===== src/rtl/dma_pkg.sv =====
package dma_pkg;

    typedef enum logic [1:0] {
        ST_IDLE  = 2'd0,
        ST_READ  = 2'd1,
        ST_WRITE = 2'd2
    } seq_st_t;

    typedef enum logic [1:0] {
        AM_FIXED = 2'd0,
        AM_INC   = 2'd1,
        AM_DEC   = 2'd2,
        AM_HOLD  = 2'd3
    } amode_t;

    // control word, MSB first: [10:8] event select, [7] block mode,
    // [6] dst reload, [5:4] dst mode, [3] src reload, [2:1] src mode, [0] enable
    typedef struct packed {
        logic [2:0] evsel;
        logic       blk_mode;
        logic       dst_rel;
        amode_t     dst_mode;
        logic       src_rel;
        amode_t     src_mode;
        logic       en;
    } ctrl_t;

    localparam int CTRL_W = $bits(ctrl_t);

    localparam logic [2:0] SEL_SRC   = 3'd0;
    localparam logic [2:0] SEL_DST   = 3'd1;
    localparam logic [2:0] SEL_BLK   = 3'd2;
    localparam logic [2:0] SEL_RPT   = 3'd3;
    localparam logic [2:0] SEL_CTRL  = 3'd4;
    localparam logic [2:0] SEL_GLOB  = 3'd5;
    localparam logic [2:0] SEL_START = 3'd6;

endpackage


===== src/rtl/dma_chan.sv =====
module dma_chan
    import dma_pkg::*;
#(
    parameter int AW  = 24,
    parameter int BW  = 16,
    parameter int RW  = 8,
    parameter int NEV = 4
) (
    input  logic          clk,
    input  logic          rst_n,
    input  logic          cfg_we,
    input  logic [2:0]    cfg_sel,
    input  logic [AW-1:0] cfg_wdata,
    input  logic          sw_go,
    input  logic [NEV-1:0] evt_i,
    input  logic          step,
    output logic [AW-1:0] src_o,
    output logic [AW-1:0] dst_o,
    output logic          pend_o,
    output logic          en_o,
    output logic          done_o,
    output logic          ovr_o,
    output logic          blk_last_o,
    output logic          byte_mode_o
);

    ctrl_t         ctrl;
    logic [AW-1:0] src_start, dst_start, src_cur, dst_cur;
    logic [BW-1:0] blk_size, blk_left;
    logic [RW-1:0] rpt, rpt_left;
    logic          pend, done, ovr;
    logic [7:0]    evt_ext;
    logic          trig, blk_end, last_all, clr;

    assign evt_ext  = 8'({evt_i, 1'b0});
    assign trig     = ctrl.en && (sw_go || evt_ext[ctrl.evsel]);
    assign blk_end  = (blk_left == BW'(1));
    assign last_all = blk_end && (rpt_left == RW'(1));
    assign clr      = step && (blk_end || !ctrl.blk_mode);

    function automatic logic [AW-1:0] nxt(input logic [AW-1:0] a, input amode_t m);
        case (m)
            AM_INC:  return a + AW'(1);
            AM_DEC:  return a - AW'(1);
            default: return a;
        endcase
    endfunction

    always_ff @(posedge clk or negedge rst_n) begin
        if (!rst_n) begin
            ctrl      <= '0;
            src_start <= '0;
            dst_start <= '0;
            src_cur   <= '0;
            dst_cur   <= '0;
            blk_size  <= '0;
            blk_left  <= '0;
            rpt       <= '0;
            rpt_left  <= '0;
            pend      <= 1'b0;
            done      <= 1'b0;
            ovr       <= 1'b0;
        end else if (cfg_we && cfg_sel == SEL_CTRL) begin
            ctrl     <= ctrl_t'(cfg_wdata[CTRL_W-1:0]);
            src_cur  <= src_start;
            dst_cur  <= dst_start;
            blk_left <= blk_size;
            rpt_left <= rpt;
            pend     <= 1'b0;
            done     <= 1'b0;
            ovr      <= 1'b0;
        end else begin
            if (cfg_we && cfg_sel == SEL_SRC) src_start <= cfg_wdata;
            if (cfg_we && cfg_sel == SEL_DST) dst_start <= cfg_wdata;
            if (cfg_we && cfg_sel == SEL_BLK) blk_size  <= cfg_wdata[BW-1:0];
            if (cfg_we && cfg_sel == SEL_RPT) rpt       <= cfg_wdata[RW-1:0];
            if (step) begin
                if (blk_end) begin
                    blk_left <= blk_size;
                    rpt_left <= rpt_left - RW'(1);
                    src_cur  <= ctrl.src_rel ? src_start : nxt(src_cur, ctrl.src_mode);
                    dst_cur  <= ctrl.dst_rel ? dst_start : nxt(dst_cur, ctrl.dst_mode);
                end else begin
                    blk_left <= blk_left - BW'(1);
                    src_cur  <= nxt(src_cur, ctrl.src_mode);
                    dst_cur  <= nxt(dst_cur, ctrl.dst_mode);
                end
                if (last_all) begin
                    ctrl.en <= 1'b0;
                    done    <= 1'b1;
                end
            end
            if (step && last_all) pend <= 1'b0;
            else                  pend <= (pend && !clr) || trig;
            ovr <= ovr | (trig && pend && !clr);
        end
    end

    assign src_o       = src_cur;
    assign dst_o       = dst_cur;
    assign pend_o      = pend;
    assign en_o        = ctrl.en;
    assign done_o      = done;
    assign ovr_o       = ovr;
    assign blk_last_o  = blk_end;
    assign byte_mode_o = !ctrl.blk_mode;

endmodule


===== src/rtl/dma_arb.sv =====
module dma_arb #(
    parameter int NCH = 4,
    parameter int CHW = $clog2(NCH)
) (
    input  logic           clk,
    input  logic           rst_n,
    input  logic [NCH-1:0] pend,
    input  logic           rr_en,
    input  logic           take,
    output logic           any,
    output logic [CHW-1:0] win
);

    logic [CHW-1:0] fixed_win;

    always_comb begin
        fixed_win = '0;
        for (int i = NCH - 1; i >= 0; i--) begin
            if (pend[i]) fixed_win = CHW'(i);
        end
    end

    assign any = |pend;

    generate
        if (NCH >= 4) begin : g_rr
            logic last_was2;
            logic pair_only;
            assign pair_only = rr_en && pend[2] && pend[3] && !pend[0] && !pend[1];
            assign win = pair_only ? (last_was2 ? CHW'(3) : CHW'(2)) : fixed_win;
            always_ff @(posedge clk or negedge rst_n) begin
                if (!rst_n) begin
                    last_was2 <= 1'b0;
                end else if (take && (win == CHW'(2) || win == CHW'(3))) begin
                    last_was2 <= (win == CHW'(2));
                end
            end
        end else begin : g_fixed
            assign win = fixed_win;
        end
    endgenerate

endmodule


===== src/rtl/dma_engine.sv =====
module dma_engine
    import dma_pkg::*;
#(
    parameter int NCH = 4,
    parameter int AW  = 24,
    parameter int DW  = 8,
    parameter int BW  = 16,
    parameter int RW  = 8,
    parameter int NEV = 4,
    parameter int CHW = $clog2(NCH)
) (
    input  logic           clk,
    input  logic           rst_n,
    input  logic           cfg_we,
    input  logic [CHW-1:0] cfg_ch,
    input  logic [2:0]     cfg_sel,
    input  logic [AW-1:0]  cfg_wdata,
    input  logic [NEV-1:0] evt_i,
    output logic           bus_req,
    input  logic           bus_gnt,
    output logic           bus_rd,
    output logic           bus_wr,
    output logic [AW-1:0]  bus_addr,
    output logic [DW-1:0]  bus_wdata,
    input  logic [DW-1:0]  bus_rdata,
    output logic [NCH-1:0] en_o,
    output logic [NCH-1:0] done_o,
    output logic [NCH-1:0] ovr_o
);

    seq_st_t        state, state_nx;
    logic [CHW-1:0] cur;
    logic [DW-1:0]  rbuf;
    logic           rr_en;
    logic           any, take;
    logic [CHW-1:0] win;
    logic [AW-1:0]  src_a [NCH];
    logic [AW-1:0]  dst_a [NCH];
    logic [NCH-1:0] pend, blk_last, byte_mode, step;

    always_ff @(posedge clk or negedge rst_n) begin
        if (!rst_n)                              rr_en <= 1'b0;
        else if (cfg_we && cfg_sel == SEL_GLOB)  rr_en <= cfg_wdata[0];
    end

    generate
        for (genvar i = 0; i < NCH; i++) begin : g_ch
            dma_chan #(.AW(AW), .BW(BW), .RW(RW), .NEV(NEV)) u_ch (
                .clk        (clk),
                .rst_n      (rst_n),
                .cfg_we     (cfg_we && cfg_ch == CHW'(i)),
                .cfg_sel    (cfg_sel),
                .cfg_wdata  (cfg_wdata),
                .sw_go      (cfg_we && cfg_sel == SEL_START && cfg_wdata[i]),
                .evt_i      (evt_i),
                .step       (step[i]),
                .src_o      (src_a[i]),
                .dst_o      (dst_a[i]),
                .pend_o     (pend[i]),
                .en_o       (en_o[i]),
                .done_o     (done_o[i]),
                .ovr_o      (ovr_o[i]),
                .blk_last_o (blk_last[i]),
                .byte_mode_o(byte_mode[i])
            );
            assign step[i] = (state == ST_WRITE) && bus_gnt && (cur == CHW'(i));
        end
    endgenerate

    dma_arb #(.NCH(NCH), .CHW(CHW)) u_arb (
        .clk  (clk),
        .rst_n(rst_n),
        .pend (pend),
        .rr_en(rr_en),
        .take (take),
        .any  (any),
        .win  (win)
    );

    // state register
    always_ff @(posedge clk or negedge rst_n) begin
        if (!rst_n) begin
            state <= ST_IDLE;
            cur   <= '0;
            rbuf  <= '0;
        end else begin
            state <= state_nx;
            if (take)                           cur  <= win;
            if (state == ST_READ && bus_gnt)    rbuf <= bus_rdata;
        end
    end

    // next state
    always_comb begin
        state_nx = state;
        take     = 1'b0;
        unique case (state)
            ST_IDLE: begin
                if (any) begin
                    take     = 1'b1;
                    state_nx = ST_READ;
                end
            end
            ST_READ: begin
                if (bus_gnt) state_nx = ST_WRITE;
            end
            ST_WRITE: begin
                if (bus_gnt) begin
                    state_nx = (blk_last[cur] || byte_mode[cur]) ? ST_IDLE : ST_READ;
                end
            end
            default: state_nx = ST_IDLE;
        endcase
    end

    // outputs
    always_comb begin
        bus_req   = (state != ST_IDLE);
        bus_rd    = (state == ST_READ);
        bus_wr    = (state == ST_WRITE);
        bus_addr  = (state == ST_WRITE) ? dst_a[cur] : src_a[cur];
        bus_wdata = rbuf;
    end

endmodule


===== config.mk =====
export PLATFORM = sky130hd
export DESIGN_NAME = dma_engine
export DESIGN_NICKNAME = d
export VERILOG_FILES = /design/src/rtl/dma_pkg.sv /design/src/rtl/dma_chan.sv /design/src/rtl/dma_arb.sv /design/src/rtl/dma_engine.sv
export SDC_FILE = /design/constraint.sdc
export NUM_CORES = 2
export LEC_CHECK = 0
export BUFFER_PORTS_ARGS = -buffer_cell sky130_fd_sc_hd__clkbuf_2
export CAP_MARGIN = 30
export CORE_MARGIN = 1
export CORE_UTILIZATION = 30
export CTS_CLUSTER_SIZE = 8
export DETAILED_ROUTE_END_ITERATION = 10
export PLACE_DENSITY = 0.44
export SLEW_MARGIN = 25
export SYNTH_ARGS = -nofsm -noshare
export SYNTH_HDL_FRONTEND = slang
export SYNTH_SLANG_ARGS = --single-unit

===== constraint.sdc =====
create_clock -name clk -period 5.8 [get_ports clk]
set_input_delay 0.29 -clock clk [delete_from_list [all_inputs] [get_ports clk]]
set_output_delay 0.29 -clock clk [all_outputs]
set_load 0.01 [all_outputs]

==> flow_metrics.py <==
metrics = {
    "sta": {
        "rsz0062_at_grt": "false",
        "hold-worst-slack_ns": 0.105,
        "worst_clock_skew_ns": 0.0315,
        "fin_crit_ns": 3.78,
        "worst_pin_slew_ns": 1.04,
        "timing.final.max_slew_violations": 0,
        "finalHoldViolCount": 0,
        "setup_violations": 0,
        "fmax_ghz": 0.265,
        "fin_tns_setup_ns": 0,
        "setup_slack_ns": 2.02,
        "slew_headroom": 0.307,
        "min_period_over_period": 0.651,
    },
    "clocking": {
        "cts.sinks": 646,
        "clk_path_buf_depth": 3,
        "clk_latency_ns": 0.71,
        "cts_post_setup_buffers_inserted": 0,
        "clk_pin_slew_worst_paths_ns": 0.05,
        "numCtsBuffers": 94,
        "cts_max_level": 3,
        "cts_tree": "done",
        "cts_root_buffer": "clkbuf_16",
    },
    "route": {
        "drtPass1Iterations": 6,
        "wl_per_cell_um": 25.1,
        "drc_errors": 0,
        "ant_nets": 0,
        "vias_per_cell": 5.76,
        "routed_wl_um": 165000,
        "num_vias": 38031,
        "drt-initial-drc-count": 3995,
    },
    "power": {
        "max-vdd-ir-drop_v": 0.000241,
        "switching_power_mw": 8.61,
        "power_frac_comb": 0.353,
        "switching_share": 0.423,
        "p_seq_frac": 0.393,
        "p_leak_nw": 18.7,
        "power.density_nw_per_um2": 432,
        "internal-power_mw": 11.7,
        "p_clk_frac": 0.254,
    },
    "critical_path": {
        "crit_fanout": 28,
        "path_delay_family": "compound AO/OA/AOI/OAI gates",
        "timing.critical_path.mode_cell": "o21ai_0",
        "reg2reg_to": "g_ch[0].u_ch.dst_o[23]",
        "worstPathArrival_ns": 4.39,
        "max_stage_delay_ns": 0.70,
        "rr_worst_depth": 10,
        "critPathSlowestCell": "clkinv_1",
        "cp-end-kind": "flip-flop",
        "path_class": "reg -> reg",
        "path_cells": "inv_1, ha_2, clkinv_1, o21ba_2, o21ai_0, a2bb2oi_1, a22o_1, mux2_2, o31a_1, o21ai_0",
        "crit_required_ns": 6.41,
        "rrSetupSlack_ns": 2.02,
        "cp_num_cells": 10,
        "r2r_start": "g_ch[0].u_ch.ctrl[4]",
        "critPathBufInv": 2,
        "critPathLaunchType": "flip-flop",
    },
    "place": {
        "place_inst": 6460,
        "detailed_place_hpwl_um": 111000,
        "portBuffers": 91,
        "pre_cts_ws_ns": 2.08,
        "gp_congestion": 0.894,
    },
    "hold_path": {
        "min_delay_path_depth": 3,
        "hold_end": "rr_en",
        "hp-class": "in -> reg",
        "worstHoldStart": "cfg_sel[2]",
    },
    "yosys": {
        "yosys-top-cells-count": "dfrtp_1, nand2_1, o21ai_0",
        "ys_seq_area_frac": 0.382,
        "synth.distinct_cells": 86,
        "synth_top_area_cell": "dfrtp_1",
        "synth.avg_cell_area_um2": 8.73,
        "async_reset_ff_frac": 1.00,
        "synthCells": 4852,
        "ys.flop_type": "dfrtp_1",
        "synthTopCellsByArea": "dfrtp_1, mux2_2, nand2_1",
        "syn_area_um2": 42400,
        "yosysMostFrequentCell": "dfrtp_1",
        "synth_edf_count": 0,
        "syn_nets": 4937,
        "ys_seq_elements": 646,
        "synth_top_area_frac": 0.382,
        "yosys_warnings": 0,
    },
    "die": {
        "rows": 137,
        "io_pins": 92,
        "dieHeight_um": 378,
        "core_area_um2": 140000,
        "initial_core_util": 0.303,
        "dieArea_um2": 143000,
        "die_w_um": 378,
    },
    "global_route": {
        "grt_pass1_wl_um": 246000,
        "grt_pass1_vias": 35972,
        "antenna_found_initial": 25,
        "track_usage": 0.229,
        "gr-total-overflow": 0,
        "grt_max_degree": 165,
    },
    "layout": {
        "nNetsFinal": 4778,
        "area_growth_pct": 11.3,
        "drive_gt1_frac": 0.153,
        "final_cell_count_no_fill": 6601,
    },
    "status": {
        "status": "finished clean",
    },
    "run": {
        "maxCapViolations": 0,
    },
}
## registers in the layout, summed over array words and instances, names as in the netlist, 2 cells and up
| signal | count |
|---|---|
| g_ch.u_ch.dst_o | 96 |
| g_ch.u_ch.dst_start | 96 |
| g_ch.u_ch.src_o | 96 |
| g_ch.u_ch.src_start | 96 |
| g_ch.u_ch.blk_left | 64 |
| g_ch.u_ch.blk_size | 64 |
| g_ch.u_ch.ctrl | 40 |
| g_ch.u_ch.rpt | 32 |
| g_ch.u_ch.rpt_left | 32 |
| bus_wdata | 8 |
| g_ch.u_ch.done_o | 4 |
| g_ch.u_ch.en_o | 4 |
| g_ch.u_ch.ovr_o | 4 |
| g_ch.u_ch.pend_o | 4 |
| cur | 2 |
| state | 2 |
## timing repair
item | in CTS | in global routing
hold endpoints to repair | 72 | 0
gates resized for setup | 0 | 0
hold buffers | 11 | 0
## power by group through the flow
stage	combinational, mW	sequential (mW)	clock, mW
2_1_floorplan	5.98	6.38	0
3_3_place_gp	7.07	8.00	0
3_5_place_dp	7.11	8.00	0
4_1_cts	7.14	7.92	5.32
5_1_grt	7.88	8.18	5.48
6_report	7.19	8.00	5.16
## cells in the final DEF (no fill, tap or decap), types with 71 or more instances in the layout
master,Yosys,layout
clkbuf_2,0,90
inv_1,86,86
nor2_1,348,342
nor3_1,110,107
buf_4,12,82
o21ai_0,419,417
xnor2_1,175,175
dfrtp_1,646,644
or3_1,71,71
nand3_1,82,82
a31oi_1,72,72
nand2_1,573,567
xor2_1,73,73
mux2_2,304,304
clkbuf_16,0,96
a21oi_1,352,345
o22ai_1,91,91
## worst register-to-register path: cells and delay by family (launching register included)
family,cells,cell delay (ns)
buffers and inverters,2,0.81
DFF,1,0.35
AOI/OAI and AO/OA,6,1.52
adders and majority gates,1,0.66
muxes,1,0.36
## cell families after synthesis
group / Yosys count / share of synthesized area
AOI/OAI and AO/OA: 1431 / 0.214
muxes: 368 / 0.110
adders and majority gates: 40 / 0.0118
buffers and inverters: 536 / 0.0489
xor gates and xnor gates: 248 / 0.0513
DFF: 646 / 0.382
and+or+nand+nor: 1583 / 0.182
## per-stage QoR
stage | total power, mW | utilization | area (µm²)
floorplan | 12.4 | - | 42400
global placement | 15.1 | 0.317 | 44300
detailed placement | 15.1 | 0.317 | 44300
CTS | 20.4 | 0.336 | 47100
global route | 21.5 | 0.337 | 47100
finish | 20.4 | 0.337 | 47100
## area by class of cell
cell class	count	area [µm²]
multi-input cells	3670	24300
inverters	89	334
fillers	14580	92700
flip-flops and latches	646	16200
clock buffers	118	2510
well taps	1876	2350
clock inverters	7	104
repair buffers	192	1370
diodes	3	7.51
## routing by layer
layer / global-route usage / part of all wire / vias up
li1: - / - / 17351
met1: 0.334 / 0.47 / 19235
met2: 0.341 / 0.43 / 1223
met3: 0.0351 / 0.063 / 220
met4: 0.0770 / 0.033 / 2
met5: 0 / 0.000073 / -
## worst max-delay path by stage
stage | from | to | slack, ns
after global routing | g_ch[3].u_ch.ctrl[1] | g_ch[3].u_ch.src_o[17] | 1.74
after global placement | g_ch[0].u_ch.blk_left[1] | g_ch[0].u_ch.dst_o[19] | 2.07
final | g_ch[0].u_ch.ctrl[4] | g_ch[0].u_ch.dst_o[23] | 2.02
after detailed placement | g_ch[0].u_ch.blk_left[1] | g_ch[0].u_ch.dst_o[19] | 2.08
after CTS | g_ch[0].u_ch.blk_left[1] | g_ch[0].u_ch.dst_o[19] | 2.08
after floorplan | g_ch[0].u_ch.ctrl[1] | g_ch[0].u_ch.src_o[16] | 1.51
Power figures use the tool's default switching activity.
